<file path="config.mk">
export PLATFORM = sky130hd
export DESIGN_NAME = pfs_supervisor
export DESIGN_NICKNAME = d
export VERILOG_FILES = /design/src/rtl/pfs_pkg.sv /design/src/rtl/pfs_threshold.sv /design/src/rtl/pfs_fsm.sv /design/src/rtl/pfs_outdec.sv /design/src/rtl/pfs_supervisor.sv
export SDC_FILE = /design/constraint.sdc
export NUM_CORES = 1
export LEC_CHECK = 0
export BUFFER_PORTS_ARGS = -buffer_cell sky130_fd_sc_hd__buf_2
export CORE_AREA = 2 2 41 43
export DETAILED_ROUTE_END_ITERATION = 6
export DIE_AREA = 0 0 43 45
export GPL_TIMING_DRIVEN = 0
export SYNTH_ARGS = -nofsm -noshare
export SYNTH_HDL_FRONTEND = slang
export SYNTH_HIERARCHICAL = 1
export SYNTH_SLANG_ARGS = --single-unit
export TNS_END_PERCENT = 20
</file>
<file path="constraint.sdc">
create_clock -name clk -period 1.29 [get_ports clk]
set_input_delay 0 -clock clk [delete_from_list [all_inputs] [get_ports clk]]
set_output_delay 0 -clock clk [all_outputs]
set_load 0.02 [all_outputs]
</file>
<file path="src/rtl/pfs_pkg.sv">
package pfs_pkg;
  typedef enum logic [1:0] {
    ST_SEALED  = 2'd0,
    ST_NORMAL  = 2'd1,
    ST_PROTECT = 2'd2,
    ST_BACKUP  = 2'd3
  } pfs_state_e;

  typedef struct packed {
    logic above_full;
    logic at_trip;
    logic below_sw;
    logic above_seal;
  } pfs_flags_t;
endpackage

</file>
<file path="src/rtl/pfs_threshold.sv">
module pfs_threshold
  import pfs_pkg::*;
#(
  parameter int VW         = 13,
  parameter int HI_FULL_MV = 4750,
  parameter int HI_TRIP_MV = 4500,
  parameter int LO_FULL_MV = 4500,
  parameter int LO_TRIP_MV = 4250,
  parameter int SEAL_MV    = 4250,
  parameter int SWITCH_MV  = 3000
) (
  input  logic [VW-1:0] vcc_mv,
  input  logic          hi_tol_sel,
  output pfs_flags_t    flags
);
  localparam logic [VW-1:0] HI_FULL = VW'(HI_FULL_MV);
  localparam logic [VW-1:0] HI_TRIP = VW'(HI_TRIP_MV);
  localparam logic [VW-1:0] LO_FULL = VW'(LO_FULL_MV);
  localparam logic [VW-1:0] LO_TRIP = VW'(LO_TRIP_MV);
  localparam logic [VW-1:0] SEAL    = VW'(SEAL_MV);
  localparam logic [VW-1:0] SWITCH  = VW'(SWITCH_MV);

  logic [VW-1:0] full_lvl;
  logic [VW-1:0] trip_lvl;

  assign full_lvl = hi_tol_sel ? HI_FULL : LO_FULL;
  assign trip_lvl = hi_tol_sel ? HI_TRIP : LO_TRIP;

  always_comb begin
    flags.above_full = (vcc_mv > full_lvl);
    flags.at_trip    = (vcc_mv <= trip_lvl);
    flags.below_sw   = (vcc_mv < SWITCH);
    flags.above_seal = (vcc_mv > SEAL);
  end
endmodule

</file>
<file path="src/rtl/pfs_fsm.sv">
module pfs_fsm
  import pfs_pkg::*;
(
  input  logic       clk,
  input  logic       rst_n,
  input  pfs_flags_t flags,
  output pfs_state_e state
);
  pfs_state_e nxt;

  always_comb begin
    nxt = state;
    case (state)
      ST_SEALED: begin
        if (flags.above_seal)
          nxt = flags.above_full ? ST_NORMAL : ST_PROTECT;
      end
      ST_NORMAL: begin
        if (flags.below_sw)     nxt = ST_BACKUP;
        else if (flags.at_trip) nxt = ST_PROTECT;
      end
      ST_PROTECT: begin
        if (flags.below_sw)        nxt = ST_BACKUP;
        else if (flags.above_full) nxt = ST_NORMAL;
      end
      ST_BACKUP: begin
        if (!flags.below_sw) nxt = ST_PROTECT;
      end
      default: nxt = ST_SEALED;
    endcase
  end

  always_ff @(posedge clk or negedge rst_n) begin
    if (!rst_n) state <= ST_SEALED;
    else        state <= nxt;
  end

  AST_NO_RESEAL: assert property (@(posedge clk) disable iff (!rst_n)
    (state != ST_SEALED) |=> (state != ST_SEALED)) else $error("reseal");
  AST_BACKUP_EXIT: assert property (@(posedge clk) disable iff (!rst_n)
    (state == ST_BACKUP) |=> (state != ST_NORMAL)) else $error("skip");
endmodule

</file>
<file path="src/rtl/pfs_outdec.sv">
module pfs_outdec
  import pfs_pkg::*;
(
  input  pfs_state_e state,
  output logic       wr_protect,
  output logic       io_float,
  output logic       batt_sel,
  output logic       batt_armed
);
  always_comb begin
    wr_protect = (state != ST_NORMAL);
    io_float   = (state != ST_NORMAL);
    batt_sel   = (state == ST_BACKUP);
    batt_armed = (state != ST_SEALED);
  end
endmodule

</file>
<file path="src/rtl/pfs_supervisor.sv">
module pfs_supervisor
  import pfs_pkg::*;
#(
  parameter int VW         = 13,
  parameter int HI_FULL_MV = 4750,
  parameter int HI_TRIP_MV = 4500,
  parameter int LO_FULL_MV = 4500,
  parameter int LO_TRIP_MV = 4250,
  parameter int SEAL_MV    = 4250,
  parameter int SWITCH_MV  = 3000
) (
  input  logic          clk,
  input  logic          rst_n,
  input  logic [VW-1:0] vcc_mv,
  input  logic          hi_tol_sel,
  output logic          wr_protect,
  output logic          io_float,
  output logic          batt_sel,
  output logic          batt_armed,
  output logic [1:0]    sup_state
);
  pfs_flags_t flags;
  pfs_state_e state;

  pfs_threshold #(
    .VW(VW), .HI_FULL_MV(HI_FULL_MV), .HI_TRIP_MV(HI_TRIP_MV),
    .LO_FULL_MV(LO_FULL_MV), .LO_TRIP_MV(LO_TRIP_MV),
    .SEAL_MV(SEAL_MV), .SWITCH_MV(SWITCH_MV)
  ) u_thr (
    .vcc_mv(vcc_mv), .hi_tol_sel(hi_tol_sel), .flags(flags)
  );

  pfs_fsm u_fsm (
    .clk(clk), .rst_n(rst_n), .flags(flags), .state(state)
  );

  pfs_outdec u_dec (
    .state(state), .wr_protect(wr_protect), .io_float(io_float),
    .batt_sel(batt_sel), .batt_armed(batt_armed)
  );

  assign sup_state = state;

  AST_TRIP_PROTECTS: assert property (@(posedge clk) disable iff (!rst_n)
    flags.at_trip |=> wr_protect) else $error("trip");
  AST_RESUME_NEEDS_FULL: assert property (@(posedge clk) disable iff (!rst_n)
    $fell(wr_protect) |-> $past(flags.above_full)) else $error("resume");
  AST_SEALED_NO_BATT: assert property (@(posedge clk) disable iff (!rst_n)
    !batt_armed |-> !batt_sel) else $error("seal batt");
  AST_ARMED_STICKY: assert property (@(posedge clk) disable iff (!rst_n)
    batt_armed |=> batt_armed) else $error("armed");
  AST_BACKUP_LOW: assert property (@(posedge clk) disable iff (!rst_n)
    (flags.below_sw && batt_armed) |=> batt_sel) else $error("backup");
  AST_FLOAT_TRACKS: assert property (@(posedge clk) disable iff (!rst_n)
    (sup_state != 2'd1) |-> (wr_protect && io_float)) else $error("float");
endmodule

</file>
After elaboration in Yosys (flattened, before gate mapping). Index checks and enable logic that the tools add are counted. Widths: inputs -> output; s select.

Magnitude comparators: 4. Equal/unequal tests: 8. Muxes and demuxes: 10. Reductions and logical operators: 3.

Operators by type and width (number): $mux 2 (7); $gt 13x13->1 (1); $gt 13x13->1 const B (1); $le 13x13->1 (1); $lt 13x12->1 const B (1); $mux 10 (1); $mux 9 (1); $pmux 2 s4 (1); $eq 2x2->1 const B (2); $ne 2x2->1 const B (2); $reduce_and 4->1 (1); $ne 3x1->1 const B (1); $ne 3x2->1 const B (1); $eq 2x1->1 const B (1); $logic_not 2->1 (1); $ne 2x1->1 const B (1); $reduce_bool 2->1 (1).

Flip-flop bits (word level): 2. Input bits: 16. Logic and storage cells: 26. Output and inout bits: 6.

Depth between registers and ports, before layout.
Word-level depth: 5. Gate-level depth with buffers: 9. Gate-level depth less buffers: 9.

Cells and area by module. Netlist, hierarchy kept.

By module, submodules not included: pfs_threshold (area an instance 361.6 um2, cells each 50, times used 1, sequential area each 0.0 um2); pfs_fsm (area an instance 108.9 um2, cells each 12, times used 1, sequential area each 50.0 um2); pfs_outdec (area an instance 27.5 um2, cells each 4, times used 1, sequential area each 0.0 um2).

Worst setup path before layout. Ideal clock, no wire load.

Path kind: input to register. Start: input hi_tol_sel. End: register u_fsm.state[1]. Stages on the path: 7. Data required time: 1.158 ns. Library setup time: 0.132 ns. Path slack: -0.189 ns. Arrival: 1.347 ns. Cell sequence: inv_1 -> ha_1 -> o21bai_1 -> a2111oi_0 -> o22ai_1 -> nor4b_1 -> nor3_1.

RTL lines: start, declared (RTL line pfs_supervisor.sv:15) `input logic hi_tol_sel,`; end signal, assigned (RTL line pfs_fsm.sv:35) `else state <= nxt;`; end, declared (RTL line pfs_fsm.sv:7) `output pfs_state_e state`.

==> flow_summary.ini <==
[timing]
final.setup.tns_ps = -89.3
finalHoldViolations = 0
finalWorstSetupSlack_ps = -69.2
setup-violations-final = 2
final.period_utilization_pct = 105
worst-slew-pin-transition_ps = 455
minimum_clock_period_after_layout_ps = 1360
clock.fmax_mhz = 736
slew_headroom_pct = 69.6
clock-skew-final_ps = 1.08
final.hold.worst_slack_ps = 90.4
rsz_0062_raised_after_global_routing = yes
timing.final.max_slew_violations = 0

[power]
power_density_mw_per_mm2 = 974
ir_drop_mv = 0.380
p_leak_nw = 0.329

[route]
dr.pass1.iters = 4
drc_errors = 0
per_cell_routed_wire_length_um = 13.6
dr.first_iter.drc_count = 8
routed-via-count = 613
drt_wl_total_um = 1480
via_per_inst = 5.62
drt.antenna.violating_nets = 0

[critical_path]
critPathCaptureType = flip-flop
crit_slowest_cell = sky130_fd_sc_hd__a211o_2
arrival_ps = 1460
crit_chain = buf_12, inv_8, buf_4, ha_1, nand2b_1, a211o_2, a21oi_4, inv_2, a211oi_2, nor3_1
timing.critical_path.required_ps = 1390
cp_max_fo = 5
critical_path.startpoint_type = input pin
criticalPathCategory = in2reg
cp_slowest_stage_delay_ps = 310

[grt]
grt_max_degree = 11
grt_use_met3_pct = 0.400
globalRoute.busiestLayer = met2
met1_usage_pct = 20.0
antenna_violations_before_repair = 0
via_count_of_the_first_global_routing_pass = 553
grt_first_pass_wirelength_um = 2310
globalRouteTotalUtil_pct = 15.5
use_met2_pct = 25.8
grt_overflow = 0

[status]
violations = setup timing
status = complete, but fails checks

[clock_network]
clk_path_buf_depth = 2
tritoncts.num_buffers = 3
clk_root_buffer_cell = sky130_fd_sc_hd__clkbuf_4
cts-htree-levels = 1
clock_sinks = 2
clock_latency_ps = 220
clk_pin_slew_worst_paths_ps = 30
tritoncts_clock_tree = done

[floorplanning]
fp.dieW_um = 43
core.rowCount = 14
boundaryPins = 22
initial_core_util_pct = 33.8
fp.coreArea_mm2 = 0.00147
fp.dieArea_mm2 = 0.00194
die_height_um = 45

[final_layout]
flip_flop_count_of_the_largest_register_all_copies_and_words_added = 2
layout_common_cells = sky130_fd_sc_hd__buf_2, sky130_fd_sc_hd__ha_1, sky130_fd_sc_hd__nor2_1, sky130_fd_sc_hd__nand2b_1, sky130_fd_sc_hd__nand2_1
largestRegisters = u_fsm/state (2)
postLayoutCoreUtil_pct = 55.4
drive_above_1_share_pct = 50.5
final_cells = 109
diodes = 0
largest-register = u_fsm/state
flow.area_growth_from_synthesis_pct = 63.6
final_common_cell = sky130_fd_sc_hd__buf_2
design.final.nets = 120

[placement]
detailed_place_hpwl_um = 1070
io_buffers = 21
post-place-ws_ps = -547
placed_cells = 103
gpl.final_weighted_congestion = 0.826

[logic_synthesis]
syn_avg_cell_area_um2 = 7.55
postSynthNetCount = 91
synthesis.area_um2 = 498
synth_top_area_share_pct = 22.6
synth_top_cell_by_area = sky130_fd_sc_hd__ha_1
ys_ff_latch = 2
cells_after_synthesis = 66
fraction_of_the_yosys_area_taken_by_sequential_cells_pct = 10.1
ys.warnings.count = 6
synth_area_leaders = sky130_fd_sc_hd__ha_1, sky130_fd_sc_hd__dfrtp_1, sky130_fd_sc_hd__nand2b_1
netlist-cell-type-count = 32

[run]
max-cap-violations = 0

[worst_hold_path]
hold_path.class = in2async
## power by group
| group | total, W | switching, W | internal [W] |
|---|---|---|---|
| Clock | 0.000139 | 0.0000368 | 0.000103 |
| Sequential | 0.000162 | 0.0000695 | 0.0000926 |
| Combinational | 0.000492 | 0.000268 | 0.000224 |
| Total | 0.000794 | 0.000375 | 0.000419 |
## cells in the mapped netlist
cell                        number
sky130_fd_sc_hd__nand4b_1        2
sky130_fd_sc_hd__inv_1           5
sky130_fd_sc_hd__nand3b_1        1
sky130_fd_sc_hd__dfrtp_1         2
sky130_fd_sc_hd__o21bai_1        1
sky130_fd_sc_hd__nor4_1          3
sky130_fd_sc_hd__nor3_1          4
sky130_fd_sc_hd__nand2b_1        4
sky130_fd_sc_hd__a211o_2         1
sky130_fd_sc_hd__nor2_2          1
sky130_fd_sc_hd__nor3b_1         1
sky130_fd_sc_hd__nand2_1         4
sky130_fd_sc_hd__or2_1           1
sky130_fd_sc_hd__a41o_2          1
sky130_fd_sc_hd__o41ai_1         1
sky130_fd_sc_hd__nand4_2         1
sky130_fd_sc_hd__ha_1            9
sky130_fd_sc_hd__a31oi_1         2
sky130_fd_sc_hd__o21ai_0         1
sky130_fd_sc_hd__a211oi_1        2
sky130_fd_sc_hd__nor2b_1         1
sky130_fd_sc_hd__o21a_1          1
sky130_fd_sc_hd__or3_1           1
sky130_fd_sc_hd__nor2_1          6
sky130_fd_sc_hd__o22ai_1         1
sky130_fd_sc_hd__nand3_1         1
sky130_fd_sc_hd__and2_2          1
sky130_fd_sc_hd__buf_4           1
sky130_fd_sc_hd__a211o_1         1
sky130_fd_sc_hd__nor4b_1         1
sky130_fd_sc_hd__a21oi_1         3
sky130_fd_sc_hd__a2111oi_0       1
## worst paths after layout
| check | end | cells after the start | slack (ps) | startpoint |
|---|---|---|---|---|
| setup / recovery | u_fsm/state[1] | 10 | -70 | hi_tol_sel |
| hold / removal | u_fsm/state[1] | 2 | 90 | rst_n |
| setup reg to reg | u_fsm/state[1] | 2 | 320 | u_fsm/state[1] |
| hold reg to reg | u_fsm/state[1] | 2 | 760 | u_fsm/state[0] |
| max in group asynchronous | u_fsm/state[0] | 2 | 1100 | rst_n |
| min in group clk | u_fsm/state[0] | 4 | 300 | vcc_mv[12] |
## logic make-up (layout without fill, tap and decap cells)
| logic type | after synthesis | count (layout) | share of synthesized area (%) |
|---|---|---|---|
| fa+ha+maj | 9 | 9 | 22.6 |
| compound gates | 16 | 16 | 23.4 |
| buf+inv | 6 | 33 | 5.28 |
| simple gates | 33 | 33 | 38.7 |
| flops | 2 | 2 | 10.1 |
## final cells by class
class                           count  area, µm²
Fill cell                         152        657
Multi-Input combinational cell     58        533
Timing Repair Buffer               24        155
Sequential cell                     2       50.0
Inverter                            5       26.3
Clock buffer                        3       22.5
Tap cell                           16       20.0
Buffer                              1       7.51
## metrics by stage
step                      area, µm²  total power [W]
final                           815         0.000794
after global routing            815         0.000855
after CTS                       736         0.000759
after detailed placement        623         0.000577
after global placement          623         0.000570
after floorplan                 498         0.000424
## worst max-delay path, delay by kind of cell
family | cells | cell delay [ps]
adders and majority gates | 1 | 300
and+or+nand+nor | 2 | 190
buffers and inverters | 4 | 310
AOI/OAI and AO/OA | 3 | 640
## repair_timing
action	CTS	global route
pin swaps	7	7
buffers inserted	2	0
resized for setup	15	14
hold buffers	1	0
endpoints found under the hold margin	2	0
cloned	0	0
endpoints found under the setup margin	2	2
## metal layers
layer | wire (µm) | vias up
li1 | - | 306
met1 | 635 | 281
met2 | 763 | 24
met3 | 67 | 2
met4 | 14 | 0
met5 | 0 | -
Note: power is estimated with default switching activity, not from simulation.
